**src/rtl/banked_access_gate.sv**
```systemverilog
module banked_access_gate #(
  parameter int NUM_BANKS   = 4,
  parameter int IDX_W       = 8,
  parameter int LATENCY     = 3,
  parameter int CLK_PER_CYC = 2,
  parameter int CYC_W       = 24
) (
  input  logic             clk,
  input  logic             rst_n,
  input  logic             req_valid,
  input  logic [IDX_W-1:0] req_index,
  output logic             grant,
  output logic             deny
);

  localparam int BANK_W = (NUM_BANKS > 1) ? $clog2(NUM_BANKS) : 1;
  localparam int DIV_W  = (CLK_PER_CYC > 1) ? $clog2(CLK_PER_CYC) : 1;

  assign deny = req_valid && !grant;

  AST_IDLE_QUIET: assert property (@(posedge clk) disable iff (!rst_n)
    !req_valid |-> (!grant && !deny));
  AST_ONE_ANSWER: assert property (@(posedge clk) disable iff (!rst_n)
    req_valid |-> (grant != deny));

  if (LATENCY == 0) begin : g_bypass
    assign grant = req_valid;

    AST_ZERO_LAT_GRANT: assert property (@(posedge clk) disable iff (!rst_n)
      req_valid |-> grant);
  end else begin : g_track
    logic [CYC_W-1:0]  cyc;
    logic [DIV_W-1:0]  div;
    logic [BANK_W-1:0] bank_sel;
    logic [IDX_W-1:0]  e_idx   [NUM_BANKS];
    logic [CYC_W-1:0]  e_start [NUM_BANKS];
    logic [CYC_W-1:0]  e_end   [NUM_BANKS];
    logic              busy, same_open, new_res;

    always_ff @(posedge clk) begin
      if (!rst_n) begin
        cyc <= CYC_W'(1);
        div <= '0;
      end else if (div == DIV_W'(CLK_PER_CYC - 1)) begin
        div <= '0;
        cyc <= cyc + CYC_W'(1);
      end else begin
        div <= div + DIV_W'(1);
      end
    end

    if (NUM_BANKS == 1) begin : g_one
      assign bank_sel = '0;
    end else begin : g_many
      assign bank_sel = req_index[BANK_W-1:0];
    end

    assign busy      = e_end[bank_sel] >= cyc;
    assign same_open = (e_start[bank_sel] == cyc) && (e_idx[bank_sel] == req_index);
    assign grant     = req_valid && (!busy || same_open);
    assign new_res   = req_valid && !busy;

    for (genvar b = 0; b < NUM_BANKS; b++) begin : g_bank
      always_ff @(posedge clk) begin
        if (!rst_n) begin
          e_idx[b]   <= '0;
          e_start[b] <= '0;
          e_end[b]   <= '0;
        end else if (new_res && bank_sel == BANK_W'(b)) begin
          e_idx[b]   <= req_index;
          e_start[b] <= cyc;
          e_end[b]   <= cyc + CYC_W'(LATENCY - 1);
        end
      end
    end

    if (LATENCY >= 2) begin : g_chk
      AST_BUSY_DENY: assert property (@(posedge clk) disable iff (!rst_n)
        (new_res ##1 (req_valid && bank_sel == $past(bank_sel)
                      && req_index != $past(req_index))) |-> !grant);
      AST_REPEAT_GRANT: assert property (@(posedge clk) disable iff (!rst_n)
        (new_res ##1 (req_valid && req_index == $past(req_index)
                      && cyc == $past(cyc))) |-> grant);
    end
  end

endmodule

```
**config.mk**
```make
export PLATFORM = sky130hd
export DESIGN_NAME = banked_access_gate
export DESIGN_NICKNAME = d
export VERILOG_FILES = /design/src/rtl/banked_access_gate.sv
export SDC_FILE = /design/constraint.sdc
export NUM_CORES = 1
export LEC_CHECK = 0
export CAP_MARGIN = 5
export CORE_MARGIN = 5
export CORE_UTILIZATION = 45
export DETAILED_ROUTE_END_ITERATION = 12
export SETUP_SLACK_MARGIN = 0.3
export SYNTH_ARGS = -nofsm -noshare
export SYNTH_HDL_FRONTEND = slang
export SYNTH_SLANG_ARGS = --single-unit
```
**constraint.sdc**
```tcl
create_clock -name clk -period 20.8 [get_ports clk]
set_clock_uncertainty 0.15 [all_clocks]
set_input_delay 3.12 -clock clk [delete_from_list [all_inputs] [get_ports clk]]
set_output_delay 3.12 -clock clk [all_outputs]
set_load 0.02 [all_outputs]
```
==> results of run 1 <==
[stage by stage]
step | cell area (µm²) | hold slack, ps | setup WS (ps)
floorplan | 11800 | 350 | 9820
global placement | 12200 | 343 | 10270
detailed placement | 12200 | 357 | 10230
CTS | 13000 | 372 | 10210
global route | 13000 | 403 | 10000
finish | 13000 | 370 | 10220
[worst max-delay path, cell delays in order]
cell	delay [ps]
buf_4	350
buf_4	690
inv_1	600
a211o_1	380
a31o_2	230
nor4_1	290
nand4_1	120
or4_1	670
a21boi_1	200
clkdlybuf4s50_1	620
[power groups by stage]
| stage | sequential, mW | combinational (mW) | clock [mW] |
|---|---|---|---|
| 2_1_floorplan | 0.577 | 0.0753 | 0 |
| 4_1_cts | 0.567 | 0.111 | 0.458 |
| 3_3_place_gp | 0.576 | 0.110 | 0 |
| 3_5_place_dp | 0.577 | 0.110 | 0 |
| 5_1_grt | 0.568 | 0.118 | 0.483 |
| 6_report | 0.567 | 0.110 | 0.453 |
[registers in the layout, summed over array words and instances (netlist names)]
| name | cells |
|---|---|
| g_track.e_start | 92 |
| g_track.e_idx | 32 |
| g_track.cyc | 24 |
| g_track.e_end | 96 |
| g_track.div | 1 |
[cells by family (layout without fill, tap and decap cells)]
group | after synthesis | count (layout) | share of synthesized area
fa+ha+maj | 26 | 26 | 0.0276
buf+inv | 99 | 102 | 0.0373
mux | 61 | 61 | 0.105
simple gates | 354 | 354 | 0.150
compound gates | 53 | 53 | 0.0296
flops | 245 | 245 | 0.604
other cells | 1 | 4 | 0.000319
xor+xnor | 62 | 62 | 0.0461
[cell usage after synthesis (8+ instances only)]
| library cell | number | share of area |
|---|---|---|
| nor3_1 | 189 | 0.080 |
| nand3_1 | 18 | 0.0077 |
| a21oi_1 | 13 | 0.0055 |
| clkbuf_1 | 51 | 0.016 |
| mux2i_1 | 13 | 0.011 |
| ha_1 | 26 | 0.028 |
| nand2_1 | 37 | 0.012 |
| inv_1 | 9 | 0.0029 |
| nor2_1 | 41 | 0.013 |
| mux4_2 | 37 | 0.071 |
| and3_1 | 33 | 0.018 |
| nor4_1 | 9 | 0.0048 |
| mux4_1 | 10 | 0.022 |
| inv_2 | 8 | 0.0026 |
| nand4_1 | 16 | 0.0085 |
| o21ai_0 | 11 | 0.0047 |
| edfxtp_1 | 220 | 0.56 |
| xnor2_1 | 60 | 0.045 |
| clkinv_1 | 11 | 0.0035 |
| dfxtp_1 | 25 | 0.043 |
[worst max path at each step]
stage            startpoint                                 to  slack, ps  depth (start not counted)
5_1_grt        req_index[0]                              grant      10000                         10
3_3_place_gp   req_index[0]                              grant      10270                         10
2_1_floorplan  req_index[0]  g_track.e_end[0][0]$_SDFFCE_PN0P_       9820                         13
6_report       req_index[0]                              grant      10220                         10
4_1_cts        req_index[0]                              grant      10210                         10
3_5_place_dp   req_index[0]                              grant      10230                         10
[per-layer routing]
metal  up-vias  part of all wire
li1       3428                 -
met5         -                 0
met3        45             0.054
met2       245              0.47
met4         0             0.022
met1      3807              0.46
[cell type report]
cell class	count	area, µm²
clock buffer	28	679
clock inverter	19	151
fill	2229	12900
inverter	28	105
multi-input combinational	560	4320
sequential	245	7110
tap	335	419
timing repair buffer	27	240
==> flow_summary.ini, run 1 <==
[outcome]
run_status = complete, no violations

[floorplanning]
start_util = 0.454
rows = 59
die_h_um = 172
die_w_um = 172
fp.coreArea_mm2 = 0.0259
die-area_mm2 = 0.0295
io_pins = 13

[critical_path]
cp-end-kind = primary output
path_class = input port to primary output
rr_endpoint = g_track.e_idx[2][1]$_SDFFCE_PN0P_
required_ps = 17530
start_kind = input port
rr_startpoint = g_track.e_end[3][13]$_SDFFCE_PN0P_
worst_ep_arrival_time_ps = 7310
cp_max_fo = 44
rr_worst_depth = 9
rrSetupSlack_ps = 16240

[power]
p_clk_frac = 0.401
p_per_area_mw_per_mm2 = 86.7
p_seq_frac = 0.502
p_leak_nw = 4.31
switching_share = 0.242
p_int_mw = 0.855
switchingPower_mw = 0.274
peakVddDrop_mv = 0.0643
power_frac_comb = 0.097
finalPower_mw = 1.13

[sta]
min_period_ps = 10580
hold_viol = 0
rsz0062_at_grt = false
tns_ps = 0
timing.final.crit_share = 0.508
setup-violations-final = 0
timing.final.max_slew_violations = 0
tightestPinTransition_ps = 1050
relSlewSlack = 0.296
fmax_mhz = 94.6

[drt]
post-route-drc-count = 0
vias_per_cell = 6.06
ant_nets = 0
totalWireLength_mm = 28.7
via_count = 7525
drtPass1Iterations = 5
drt_iter0_drc = 667
avgRoutedWirePerCell_um = 23.1

[clock_network]
cts_tree = yes
clk_pin_slew_ps = 60
holdBufCountCts = 0
cts_sinks = 245
cts_inserted_buffers = 27
cts_root_buf = clkbuf_16
cts_htree_levels = 1
post-cts-setup-buffers = 0
clock_latency_ps = 530
cts.path.max_buffers = 3
cts.repair.resized = 0

[layout]
mostFrequentLayoutCells = 220 x edfxtp_1, 189 x nor3_1, 60 x xnor2_1
syn_to_final_growth_pct = 10.7
final_layout_size_suffix_gt1_frac = 0.122
fin_util = 0.503
antenna_cells = 0
final_common_cell = edfxtp_1
finalNetCount = 926
fin_cells = 1242

[grt]
grt_antenna_before_repair = 0
overflow = 0
grt_pass1_vias = 7447
grt_max_degree = 184
use_met1 = 0.291
grt_most_used_layer = met2
use_met3 = 0.0218
grt_usage = 0.197
use_met2 = 0.315
grt_pass1_wl_mm = 44.5

[synth]
async_flop_share = 0
yosys_warnings = 0
seq_area_frac_synth = 0.604
synth_edf_count = 220
ys_types = 51
ys_ff_latch = 245
syn-cell-area_mm2 = 0.0118
synthFlopType = edfxtp_1
synth.avg_cell_area_um2 = 13.1
syn-instance-count = 901

[min_path]
hold_path.class = flip-flop to flip-flop
hold_path_depth = 1
whs_endpoint = g_track.div$_SDFF_PP0_
worstHoldStart = g_track.div$_SDFF_PP0_

[run]
maxCapViolations = 0

[placed_design]
dp.cells = 1195
gp_congestion = 0.835
dp.final_hpwl_mm = 16.9
numPortBuffers = 12
Note: power is estimated with default switching activity, not from simulation.
==> inputs of run 2 (changes only) <==
==> constraint.sdc (replaced) <==
create_clock -name clk -period 10.8 [get_ports clk]
set_clock_uncertainty 0.15 [all_clocks]
set_input_delay 1.62 -clock clk [delete_from_list [all_inputs] [get_ports clk]]
set_output_delay 1.62 -clock clk [all_outputs]
set_load 0.02 [all_outputs]
==> run 2 against run 1 <==
  * Setup slack worse by 7000 ps
  * Sequential power rose by 92%
  * Power rose by 98%
  * Largest power group unchanged
  * Routed wire length shrank 0.39%
  * Die area unchanged
  * Global-route usage rose by 0.19 points
==> flow_summary.ini, run 2 (synthesis results as in run 1) <==
[outcome]
run_status = complete, no violations

[placed_design]
dp.final_hpwl_mm = 16.9
dp.cells = 1195
gp_congestion = 0.854
numPortBuffers = 12
dpl-instance-area_mm2 = 0.0122

[critical_path]
path_class = input port to primary output
worstPathCellList = buf_4 -> buf_4 -> inv_1 -> a211o_1 -> a31o_2 -> nor4_1 -> nand4_1 -> or4_1 -> a21boi_1 -> clkdlybuf4s50_1
critPathMaxStageDelay_ps = 670
critPathBufInv = 4
cp_max_fo = 41
critical-path-top-delay-family = buffers and inverters
worst_ep_arrival_time_ps = 5780
required_ps = 9030
critPathSlowestCell = buf_4
start_kind = input port
crit_top_cell = buf_4
cp-end-kind = primary output

[clock_network]
cts.path.max_buffers = 3
cts_tree = yes
cts.repair.resized = 0
clk_pin_slew_ps = 60
clock_latency_ps = 520
post-cts-setup-buffers = 0
cts_sinks = 245
cts_root_buf = clkbuf_16
holdBufCountCts = 0
cts_htree_levels = 1
cts_inserted_buffers = 26

[layout]
largest_register = g_track.e_end
top_regs = g_track.e_end (96), g_track.e_start (92), g_track.e_idx (32)
final_common_cell = edfxtp_1
final_layout_size_suffix_gt1_frac = 0.122
finalNetCount = 925
largest_register_ffs = 96
finalInstanceArea_mm2 = 0.0131
fin_cells = 1242
mostFrequentLayoutCells = 220 x edfxtp_1, 189 x nor3_1, 60 x xnor2_1
antenna_cells = 0
syn_to_final_growth_pct = 11.2
nFillCells = 2218

[drt]
drt_iter0_drc = 793
avgRoutedWirePerCell_um = 23.0
vias_per_cell = 6.02
post-route-drc-count = 0
via_count = 7478
ant_nets = 0
drtPass1Iterations = 5
totalWireLength_mm = 28.6

[min_path]
hold_path.class = flip-flop to flip-flop

[grt]
grt_usage = 0.199
grt_pass1_vias = 7436
grt_pass1_wl_mm = 45.0
grt_antenna_before_repair = 2
overflow = 0
grt_max_degree = 184

[power]
switching_share = 0.232
p_seq_frac = 0.488
power_frac_comb = 0.095
finalPower_mw = 2.24
peakVddDrop_mv = 0.0977
p_per_area_mw_per_mm2 = 171
switchingPower_mw = 0.519
p_int_mw = 1.72
p_clk_frac = 0.417
p_leak_nw = 4.35

[floorplanning]
io_pins = 13
die_h_um = 172
start_util = 0.454
fp.coreArea_mm2 = 0.0259
die_w_um = 172
die-area_mm2 = 0.0295
rows = 59

[sta]
timing.final.max_slew_violations = 0
relSlewSlack = 0.294
rsz0062_at_grt = false
tightestPinTransition_ps = 1050
holdWs_ps = 367
min_period_ps = 7550
fmax_mhz = 132
setup-violations-final = 0
timing.final.crit_share = 0.699
tns_ps = 0
hold_viol = 0

[run]
maxCapViolations = 0
[run 2: changes by cell type in the layout (fill, tap and decap cells not counted), sizes merged]
cell      before  now
clkbuf        28   31
bufinv         2    5
inv           18   17
clkinv        23   21
clkinvlp       4    1
[run 2: cell type report]
type,count,area [µm²],share of cell area
clock buffer,31,691,0.0528
inverter,28,105,0.00803
sequential,245,7110,0.543
timing repair buffer,27,240,0.0184
tap,335,419,0.0320
multi-input combinational,560,4320,0.330
clock inverter,16,201,0.0154
[run 2: layer usage]
layer	global-route usage	vias up	part of all wire	wire, µm
met1	0.297	3759	0.45	13000
met2	0.318	266	0.46	13200
li1	-	3423	-	-
met5	0	-	0.00025	7
met4	0.0372	2	0.014	409
met3	0.0237	28	0.068	1940
[run 2: power groups by stage]
stage	registers, mW	clock network, mW	logic (mW)
2_1_floorplan	1.11	0	0.145
3_3_place_gp	1.11	0	0.212
3_5_place_dp	1.11	0	0.213
4_1_cts	1.09	0.949	0.213
5_1_grt	1.09	0.992	0.228
6_report	1.09	0.934	0.212
[run 2: worst paths after layout]
check	startpoint	to	slack, ps	cells after the start
hold / removal	g_track.div$_SDFF_PP0_	g_track.div$_SDFF_PP0_	370	1
setup reg to reg	g_track.e_end[0][13]$_SDFFCE_PN0P_	g_track.e_end[2][21]$_SDFFCE_PN0P_	6200	9
setup / recovery	req_index[0]	grant	3250	10
hold reg to reg	g_track.div$_SDFF_PP0_	g_track.div$_SDFF_PP0_	370	1
[run 2: per-stage QoR]
step / worst slack, ps / utilization
floorplan: 1320 / -
global placement: 3300 / 0.471
detailed placement: 3220 / 0.471
CTS: 3200 / 0.505
global route: 2940 / 0.505
finish: 3250 / 0.505
